### src/rtl/agc_pkg.sv
package agc_pkg;
  typedef enum logic [1:0] {
    STEP_HOLD = 2'd0,
    STEP_UP   = 2'd1,
    STEP_DOWN = 2'd2
  } step_e;

  localparam int unsigned CODE_W_DEF   = 8;
  localparam int unsigned TOP_CODE_DEF = 239;
endpackage

### src/rtl/agc_limit_det.sv
module agc_limit_det #(
  parameter int unsigned CODE_W   = 8,
  parameter int unsigned TOP_CODE = 239
) (
  input  logic [CODE_W-1:0] code_i,
  output logic              at_max_o,
  output logic              at_min_o
);
  localparam logic [CODE_W-1:0] TopVal = TOP_CODE[CODE_W-1:0];

  assign at_max_o = (code_i == TopVal);
  assign at_min_o = (code_i == '0);
endmodule

### src/rtl/agc_step_dec.sv
module agc_step_dec
  import agc_pkg::*;
(
  input  logic  tick_i,
  input  logic  en_i,
  input  logic  level_high_i,
  input  logic  at_max_i,
  input  logic  at_min_i,
  output step_e step_o
);
  // negative feedback: loud output -> more attenuation; end stops suppress the move
  always_comb begin
    step_o = STEP_HOLD;
    if (tick_i && en_i) begin
      if (level_high_i) begin
        if (!at_max_i) step_o = STEP_UP;
      end else begin
        if (!at_min_i) step_o = STEP_DOWN;
      end
    end
  end
endmodule

### src/rtl/agc_sat_counter.sv
module agc_sat_counter
  import agc_pkg::*;
#(
  parameter int unsigned CODE_W = 8
) (
  input  logic              clk_i,
  input  logic              rst_ni,
  input  step_e             step_i,
  output logic [CODE_W-1:0] code_o,
  output logic              moved_o
);
  logic [CODE_W-1:0] code_q;

  always_ff @(posedge clk_i or negedge rst_ni) begin
    if (!rst_ni) begin
      code_q <= '0;
    end else begin
      unique case (step_i)
        STEP_UP:   code_q <= code_q + 1'b1;
        STEP_DOWN: code_q <= code_q - 1'b1;
        default:   code_q <= code_q;
      endcase
    end
  end

  assign code_o  = code_q;
  assign moved_o = (step_i != STEP_HOLD);
endmodule

### src/rtl/agc_code_ctrl.sv
module agc_code_ctrl
  import agc_pkg::*;
#(
  parameter int unsigned CODE_W   = CODE_W_DEF,
  parameter int unsigned TOP_CODE = TOP_CODE_DEF
) (
  input  logic              clk_i,
  input  logic              rst_ni,
  input  logic              tick_i,
  input  logic              level_high_i,
  input  logic              en_i,
  output logic [CODE_W-1:0] code_o,
  output logic              wr_stb_o,
  output logic              at_max_o,
  output logic              at_min_o
);
  step_e             step;
  logic [CODE_W-1:0] code;
  logic              moved;
  logic              at_max, at_min;
  logic              stb_q;

  agc_limit_det #(
    .CODE_W  (CODE_W),
    .TOP_CODE(TOP_CODE)
  ) u_limit (
    .code_i  (code),
    .at_max_o(at_max),
    .at_min_o(at_min)
  );

  agc_step_dec u_dec (
    .tick_i      (tick_i),
    .en_i        (en_i),
    .level_high_i(level_high_i),
    .at_max_i    (at_max),
    .at_min_i    (at_min),
    .step_o      (step)
  );

  agc_sat_counter #(
    .CODE_W(CODE_W)
  ) u_cnt (
    .clk_i  (clk_i),
    .rst_ni (rst_ni),
    .step_i (step),
    .code_o (code),
    .moved_o(moved)
  );

  // strobe lines up with the first cycle of the new code
  always_ff @(posedge clk_i or negedge rst_ni) begin
    if (!rst_ni) stb_q <= 1'b0;
    else         stb_q <= moved;
  end

  assign code_o   = code;
  assign wr_stb_o = stb_q;
  assign at_max_o = at_max;
  assign at_min_o = at_min;
endmodule

### config.mk
export PLATFORM = sky130hd
export DESIGN_NAME = agc_code_ctrl
export DESIGN_NICKNAME = d
export VERILOG_FILES = /design/src/rtl/agc_pkg.sv /design/src/rtl/agc_limit_det.sv /design/src/rtl/agc_step_dec.sv /design/src/rtl/agc_sat_counter.sv /design/src/rtl/agc_code_ctrl.sv
export SDC_FILE = /design/constraint.sdc
export NUM_CORES = 1
export LEC_CHECK = 0
export ABC_AREA = 1
export BUFFER_PORTS_ARGS = -buffer_cell sky130_fd_sc_hd__buf_2
export CAP_MARGIN = 15
export CORE_MARGIN = 2
export CORE_UTILIZATION = 33
export CTS_BUF_LIST = sky130_fd_sc_hd__clkbuf_8
export CTS_CLUSTER_DIAMETER = 40
export CTS_CLUSTER_SIZE = 10
export DETAILED_ROUTE_END_ITERATION = 7
export HOLD_SLACK_MARGIN = 0.02
export PLACE_DENSITY = 0.58
export SLEW_MARGIN = 10
export SYNTH_ARGS = -nofsm -noshare
export SYNTH_HDL_FRONTEND = slang
export SYNTH_SLANG_ARGS = --single-unit
### constraint.sdc
create_clock -name clk_i -period 2 [get_ports clk_i]
set_input_delay 0.1 -clock clk_i [delete_from_list [all_inputs] [get_ports clk_i]]
set_output_delay 0.1 -clock clk_i [all_outputs]
set_load 0.01 [all_outputs]
Word level (Yosys, flattened, before mapping):

Cells that the tools add are included.

* divide/modulo/power cells: 0
* bitwise operators: 0
* $add $sub $neg: 2
* reduce and logical (&&, ||, !) cells: 4
* multipliers: 0
* shift operators: 0
* multiplexer cells: 5
* $lt $le $gt $ge: 0
* eq/ne operators: 3

Operator list (count)
* case mux 8 bit (2 select lines): 1
* adder 8 x 1 -> 8 bit, second input constant: 1
* == test 8 bit, second input constant: 1
* zero test 8 bit: 1
* subtractor 8 x 1 -> 8 bit, second input constant: 1
* two-way mux 2 bit: 3
* nonzero test 2 bit: 2
* == test 2 x 1 -> 1 bit, second input constant: 1
* == test 2 bit, second input constant: 1
* logical AND 1 bit: 1
* two-way mux 1 bit: 1

* memories: 0
* memory bits (read-only): 0
* input bits: 5
* word-level logic and storage cells: 16
* output and inout bits: 11
* latch bits: 0
* memory bits (writable): 0
* flip-flop bits (word level): 9

Depth between registers and ports, before layout:

* depth after elaboration: 6
* gate-level depth with buffers: 17
* gate-level depth less buffers: 17

Modules after synthesis:

A second synthesis with hierarchy kept.

* cell total of the unflattened synthesis: 144
* area total of the unflattened synthesis: 869.6 sq um

Modules (own cells, without submodules)
* agc_sat_counter: area an instance 744.5 sq um, seq. area each 200.2 sq um, cells an instance 117, times used 1
* agc_limit_det: area an instance 70.1 sq um, seq. area each 0.0 sq um, cells an instance 18, times used 1
* agc_step_dec: area an instance 30.0 sq um, seq. area each 0.0 sq um, cells an instance 8, times used 1
* agc_code_ctrl: area an instance 25.0 sq um, seq. area each 25.0 sq um, cells an instance 1, times used 1

Worst setup path before layout:

OpenSTA, ideal clock, no wires.

* kind: register -> register
* start point: register u_cnt.code_q[0], in the netlist u_cnt.code_o[0]
* end point: register u_cnt.code_q[4], in the netlist u_cnt.code_o[4]
* required time: 1879 ps
* stages on the path, launching flop included: 11
* path slack: -243 ps
* path buffers: 0
* arrival time: 2122 ps
* cells stage by stage: dfrtp_1 > inv_1 > nand3_1 > nor3_2 > nor3_2 > ha_1 > ha_1 > or2_1 > and2_4 > nor2_1 > o21ai_1

* word-level cells in the longest chain between the ends: 6

RTL lines
* from (decl): RTL line agc_sat_counter.sv:12 `logic [CODE_W-1:0] code_q;`
* from (signal assigned): RTL line agc_sat_counter.sv:19 `STEP_UP: code_q <= code_q + 1'b1;`
* from (signal assigned): RTL line agc_sat_counter.sv:20 `STEP_DOWN: code_q <= code_q - 1'b1;`
* from (signal assigned): RTL line agc_sat_counter.sv:21 `default: code_q <= code_q;`
* zero test 8 bit *: RTL line agc_limit_det.sv:12 `assign at_min_o = (code_i == '0);`
* via at_min_o: RTL line agc_code_ctrl.sv:15 `output logic at_min_o`
* two-way mux 2 bit *: RTL line agc_step_dec.sv:18 `if (!at_min_i) step_o = STEP_DOWN;`
* two-way mux 2 bit *: RTL line agc_step_dec.sv:15 `if (level_high_i) begin`
* two-way mux 2 bit *: RTL line agc_step_dec.sv:14 `if (tick_i && en_i) begin`
* == test 2 bit or == test 2 x 1 -> 1 bit (tied branches): RTL line agc_sat_counter.sv:18 `unique case (step_i)`
* case mux 8 bit (2 select lines) or nonzero test 2 bit (tied branches)

The timed path passes the listed nets; every way through them passes the cells marked *.
A chain may end at the register's enable or synchronous reset.

Worst setup path after layout:

* start point: register u_cnt.code_q[3], in the netlist u_cnt.code_o[3]
* end point: register u_cnt.code_q[7], in the netlist u_cnt.code_o[7]

* word-level cells in the longest chain between the ends: 6

RTL lines (RTL line)
* == test 8 bit or zero test 8 bit (tied branches): agc_limit_det.sv:11, agc_limit_det.sv:12
* two-way mux 1 bit or two-way mux 2 bit (tied branches): agc_step_dec.sv:16, agc_step_dec.sv:18
* two-way mux 2 bit: agc_step_dec.sv:15
* two-way mux 2 bit: agc_step_dec.sv:14
* == test 2 bit or == test 2 x 1 -> 1 bit (tied branches): agc_sat_counter.sv:18
* case mux 8 bit (2 select lines) or nonzero test 2 bit (tied branches)

Parallel ways exist; a longest one is shown, timed or not.

==> impl_results.html <==
<table>
<tr><th>Metric</th><th>Value</th></tr>
<tr><th colspan="2">Routing</th></tr>
<tr><td>Number of vias per cell after detailed routing</td><td>4.721</td></tr>
<tr><td>Routed len/inst</td><td>12.41 µm</td></tr>
<tr><td>Pre-Repair DR Iteration Count</td><td>4</td></tr>
<tr><td>Total number of vias</td><td>845</td></tr>
<tr><td>Number of routed nets with antenna violations</td><td>0</td></tr>
<tr><td>Routed WL</td><td>2221 µm</td></tr>
<tr><td>First-iteration detailed-routing DRC count</td><td>16</td></tr>
<tr><td>Drc violations</td><td>0</td></tr>
<tr><th colspan="2">Floorplanning</th></tr>
<tr><td>Total core area</td><td>0.002191 mm²</td></tr>
<tr><td>DIE AREA</td><td>0.002705 mm²</td></tr>
<tr><td>Initial core utilization</td><td>34.72%</td></tr>
<tr><td>Die height</td><td>52.01 µm</td></tr>
<tr><td>Row count</td><td>17</td></tr>
<tr><td>Io pins</td><td>16</td></tr>
<tr><td>Horizontal die dimension</td><td>52.01 µm</td></tr>
<tr><th colspan="2">Power and ir drop</th></tr>
<tr><td>Net switching power figure</td><td>0.6738 mW</td></tr>
<tr><td>Internal</td><td>0.9018 mW</td></tr>
<tr><td>Overall power after layout</td><td>1.576 mW</td></tr>
<tr><td>Total leakage power</td><td>0.6559 nW</td></tr>
<tr><td>Share of total power in the clock network</td><td>13.8%</td></tr>
<tr><td>Worst IR Drop VDD</td><td>0.7373 mV</td></tr>
<tr><td>Share of total power consumed by net switching</td><td>42.77%</td></tr>
<tr><td>Pwr per Cell Area</td><td>1310 mW/mm²</td></tr>
<tr><td>Proportion of power drawn by flip-flops and latches</td><td>20.9%</td></tr>
<tr><td>Combinational group share of total power</td><td>65.2%</td></tr>
<tr><th colspan="2">Timing</th></tr>
<tr><td>FMAX</td><td>0.4599 GHz</td></tr>
<tr><td>Clock Skews</td><td>0.004022 ns</td></tr>
<tr><td>Number of endpoints with negative hold slack in the final report</td><td>0</td></tr>
<tr><td>Worst slew margin relative to its limit</td><td>83.59%</td></tr>
<tr><td>Actual transition at the worst max-transition pin</td><td>0.2448 ns</td></tr>
<tr><td>Crit path time final</td><td>2.174 ns</td></tr>
<tr><td>Unrepaired setup endpoints after global routing</td><td>yes</td></tr>
<tr><td>Fraction of the cycle the final worst path needs</td><td>108.7%</td></tr>
<tr><td>Sum Neg Setup Slack</td><td>-0.6273 ns</td></tr>
<tr><td>Final setup violation count</td><td>5</td></tr>
<tr><td>Worst-case setup margin in the final layout</td><td>-0.1742 ns</td></tr>
<tr><td>Final Slew Violations</td><td>0</td></tr>
<tr><th colspan="2">Synth</th></tr>
<tr><td>Cell types with the largest area share after synthesis</td><td>sky130_fd_sc_hd__dfrtp_1 30%, sky130_fd_sc_hd__nand2_1 15%, sky130_fd_sc_hd__ha_1 13%</td></tr>
<tr><td>Simple-gate portion of the synthesized area</td><td>36.35%</td></tr>
<tr><td>Compound-gate portion of the synthesized area</td><td>4.770%</td></tr>
<tr><td>Syn. warnings</td><td>0</td></tr>
<tr><td>Total of flip-flops plus latches after synthesis</td><td>9</td></tr>
<tr><td>Largest family of logic cells by synthesized area</td><td>simple AND/OR/NAND/NOR gates</td></tr>
<tr><td>Library cell occupying the most area in the post-synthesis netlist</td><td>sky130_fd_sc_hd__dfrtp_1</td></tr>
<tr><td>Netlist area before placement</td><td>760.7 µm²</td></tr>
<tr><td>Share of synthesized area occupied by flip-flops and latches</td><td>29.61%</td></tr>
<tr><td>Average size of a mapped cell</td><td>7.110 µm²</td></tr>
<tr><td>Syn Inst Count</td><td>107</td></tr>
<tr><td>Proportion of synthesized area in mux cells</td><td>0%</td></tr>
<tr><td>Adder and majority gate portion of the synthesized area</td><td>15.79%</td></tr>
<tr><td>XOR/XNOR Fraction of Synth Area</td><td>2.303%</td></tr>
<tr><td>Net count of the mapped netlist</td><td>121</td></tr>
<tr><td>Fraction of post-synthesis cell area in the top cell type by area</td><td>29.61%</td></tr>
<tr><td>Yosys cell types</td><td>21</td></tr>
<tr><th colspan="2">Run status</th></tr>
<tr><td>Violated checks</td><td>setup timing</td></tr>
<tr><td>Outcome</td><td>finished with violations</td></tr>
<tr><th colspan="2">Global route</th></tr>
<tr><td>Global-route wire length before repair</td><td>3650 µm</td></tr>
<tr><td>Initial antenna violation count</td><td>0</td></tr>
<tr><td>GRT Overall Usage</td><td>19.35%</td></tr>
<tr><td>Number of global-route vias before repair</td><td>790</td></tr>
<tr><td>Maximum number of pins on one net before global-route repair</td><td>10</td></tr>
<tr><td>GR Overflow Total</td><td>0</td></tr>
<tr><th colspan="2">Finish</th></tr>
<tr><td>Layout overhead on the synthesized area</td><td>58.06%</td></tr>
<tr><td>Sequential cell area</td><td>225.2 µm²</td></tr>
<tr><td>Area of the multi-input gates</td><td>549.3 µm²</td></tr>
<tr><td>Antenna diode count</td><td>0</td></tr>
<tr><td>FILL cells</td><td>212</td></tr>
<tr><td>Layout cell share with drive strength beyond 1</td><td>44.37%</td></tr>
<tr><td>Number of nets in the final layout</td><td>166</td></tr>
<tr><th colspan="2">Place</th></tr>
<tr><td>Final GP Congestion</td><td>0.8534</td></tr>
<tr><td>Port Buf Inserts</td><td>15</td></tr>
<tr><td>DP HPWL</td><td>1700 µm</td></tr>
<tr><th colspan="2">CTS</th></tr>
<tr><td>Total number of clock tree sinks</td><td>9</td></tr>
<tr><td>Clock latency on the worst-skew pair</td><td>0.24 ns</td></tr>
<tr><td>Total CTS buffers</td><td>3</td></tr>
<tr><td>Clock-pin slew reported for the worst setup and hold paths after clock tree synthesis</td><td>0.05 ns</td></tr>
<tr><td>CTS Root Cell</td><td>sky130_fd_sc_hd__clkbuf_8</td></tr>
<tr><td>Htree depth</td><td>1</td></tr>
<tr><td>Maximum buffer depth of the clock tree</td><td>2</td></tr>
<tr><td>Clock tree from TritonCTS</td><td>built</td></tr>
<tr><th colspan="2">Critical path</th></tr>
<tr><td>Critical path fanouts, max</td><td>4</td></tr>
<tr><td>Sort of element at the end of the critical path</td><td>flop</td></tr>
<tr><td>Required @ worst endpoint</td><td>2.13 ns</td></tr>
<tr><td>Crit. Startpoint</td><td>u_cnt.code_o[3]$_DFFE_PN0P_</td></tr>
<tr><td>Class of the most critical setup path</td><td>flop to flop</td></tr>
<tr><td>Critical path startpoint category</td><td>flop</td></tr>
<tr><td>Origin of the critical flop-to-flop path</td><td>u_cnt.code_o[3]$_DFFE_PN0P_</td></tr>
<tr><td>Data arrival time of the critical path</td><td>2.30 ns</td></tr>
<tr><th colspan="2">Worst hold path</th></tr>
<tr><td>Path class of the lowest-slack min-delay path</td><td>primary input to asynchronous set/reset pin</td></tr>
<tr><th colspan="2">Job</th></tr>
<tr><td>Max Cap Violations</td><td>0</td></tr>
</table>
-- timing repair --
item                       4_1_cts  5_1_grt
pin swaps                        8        6
hold endpoints to repair         9        0
setup endpoints to repair        6        7
hold buffers                     1        0
resized for setup               12        7
buffers inserted                 1        3
-- path summary, 6_finish.rpt --
path,endpoint,slack [ns],cells after the start
setup / recovery,u_cnt.code_o[7]$_DFFE_PN0P_,-0.17,13
hold / removal,u_cnt.code_o[1]$_DFFE_PN0P_,0.25,2
setup reg to reg,u_cnt.code_o[7]$_DFFE_PN0P_,-0.17,13
hold reg to reg,u_cnt.code_o[0]$_DFFE_PN0P_,0.56,2
max in group asynchronous,u_cnt.code_o[6]$_DFFE_PN0P_,1.55,2
min in group clk_i,wr_stb_o$_DFF_PN0_,0.26,5
-- metrics by stage --
step / instances / cell area (µm²) / utilization [%] / hold slack, ns / setup slack [ns]
floorplan: 107 / 782.0 / - / -0.1956 / -0.1040
global placement: 170 / 1036 / 47.29 / -0.03086 / -0.2119
detailed placement: 170 / 1036 / 47.29 / -0.02764 / -0.2765
CTS: 176 / 1160 / 52.94 / 0.2489 / -0.1955
global route: 179 / 1202 / 54.88 / 0.2748 / -0.3625
finish: 179 / 1202 / 54.88 / 0.2528 / -0.1742
-- worst max-delay path: stages, from the launching register on --
cell                      delay, ns
sky130_fd_sc_hd__dfrtp_1       0.41
sky130_fd_sc_hd__inv_1         0.11
sky130_fd_sc_hd__nand3_2       0.10
sky130_fd_sc_hd__nor3_4        0.19
sky130_fd_sc_hd__nor3_2        0.08
sky130_fd_sc_hd__ha_4          0.17
sky130_fd_sc_hd__buf_6         0.13
sky130_fd_sc_hd__ha_1          0.32
sky130_fd_sc_hd__nand2_1       0.08
sky130_fd_sc_hd__nand2_1       0.09
sky130_fd_sc_hd__a21oi_2       0.16
sky130_fd_sc_hd__nand3_1       0.08
sky130_fd_sc_hd__nand3_1       0.08
sky130_fd_sc_hd__nand2_1       0.05
-- layer usage --
layer	up-vias	wire, µm	GRT usage (%)
li1	423	-	-
met1	393	985	23.70
met2	24	1101	31.86
met3	5	68	1.724
met4	0	65	13.16
met5	-	0	0
-- flip-flops by register name, indices dropped and copies added (netlist names) --
signal	cells
u_cnt.code_o	8
wr_stb_o	1
-- cell families after synthesis --
logic type               Yosys count
AND/OR/NAND/NOR                   60
buffers and inverters             20
adder cells (fa/ha/maj)            9
flip-flops                         9
AO/OA/AOI/OAI                      7
XOR/XNOR                           2
-- power by group through the flow --
stage | Sequential [mW] | Combinational (mW) | Clock, mW
detailed placement | 0.329 | 0.865 | 0
finish | 0.330 | 1.03 | 0.218
floorplan | 0.382 | 0.415 | 0
global placement | 0.323 | 0.847 | 0
global route | 0.338 | 1.15 | 0.228
CTS | 0.329 | 0.949 | 0.222
-- cell type report --
class | count | area share, %
Sequential cell | 9 | 18.73
Clock inverter | 1 | 0.3122
Inverter | 19 | 5.931
Multi-Input combinational cell | 78 | 45.68
Clock buffer | 3 | 3.434
Timing Repair Buffer | 41 | 23.00
Tap cell | 28 | 2.914
-- cell usage in the layout (no fill, tap or decap), types with 2 or more instances in the layout --
master | netlist | final
sky130_fd_sc_hd__buf_4 | 0 | 24
sky130_fd_sc_hd__clkbuf_8 | 1 | 3
sky130_fd_sc_hd__a21oi_2 | 0 | 2
sky130_fd_sc_hd__or2_4 | 1 | 2
sky130_fd_sc_hd__buf_2 | 0 | 15
sky130_fd_sc_hd__dfrtp_1 | 9 | 9
sky130_fd_sc_hd__ha_1 | 8 | 4
sky130_fd_sc_hd__nor3_2 | 2 | 2
sky130_fd_sc_hd__inv_1 | 19 | 18
sky130_fd_sc_hd__nand2_1 | 30 | 26
sky130_fd_sc_hd__nand3b_1 | 2 | 2
sky130_fd_sc_hd__nor2_1 | 9 | 7
sky130_fd_sc_hd__nor2_2 | 0 | 2
sky130_fd_sc_hd__nand2_2 | 1 | 5
sky130_fd_sc_hd__o21ai_1 | 1 | 2
sky130_fd_sc_hd__ha_4 | 0 | 4
sky130_fd_sc_hd__inv_2 | 0 | 2
sky130_fd_sc_hd__nand3_1 | 12 | 10
sky130_fd_sc_hd__nand3_2 | 0 | 2
-- Yosys cell counts, drive strengths merged --
master   n
inv     19
o22ai    1
or2      2
clkbuf   1
nor2     9
ha       8
nand3   12
dfrtp    9
and2     1
nor3     3
xnor2    1
xor2     1
nand3b   2
o21ai    3
fa       1
a21oi    3
nand2   31
No activity file was read; power rests on OpenSTA's default activity.
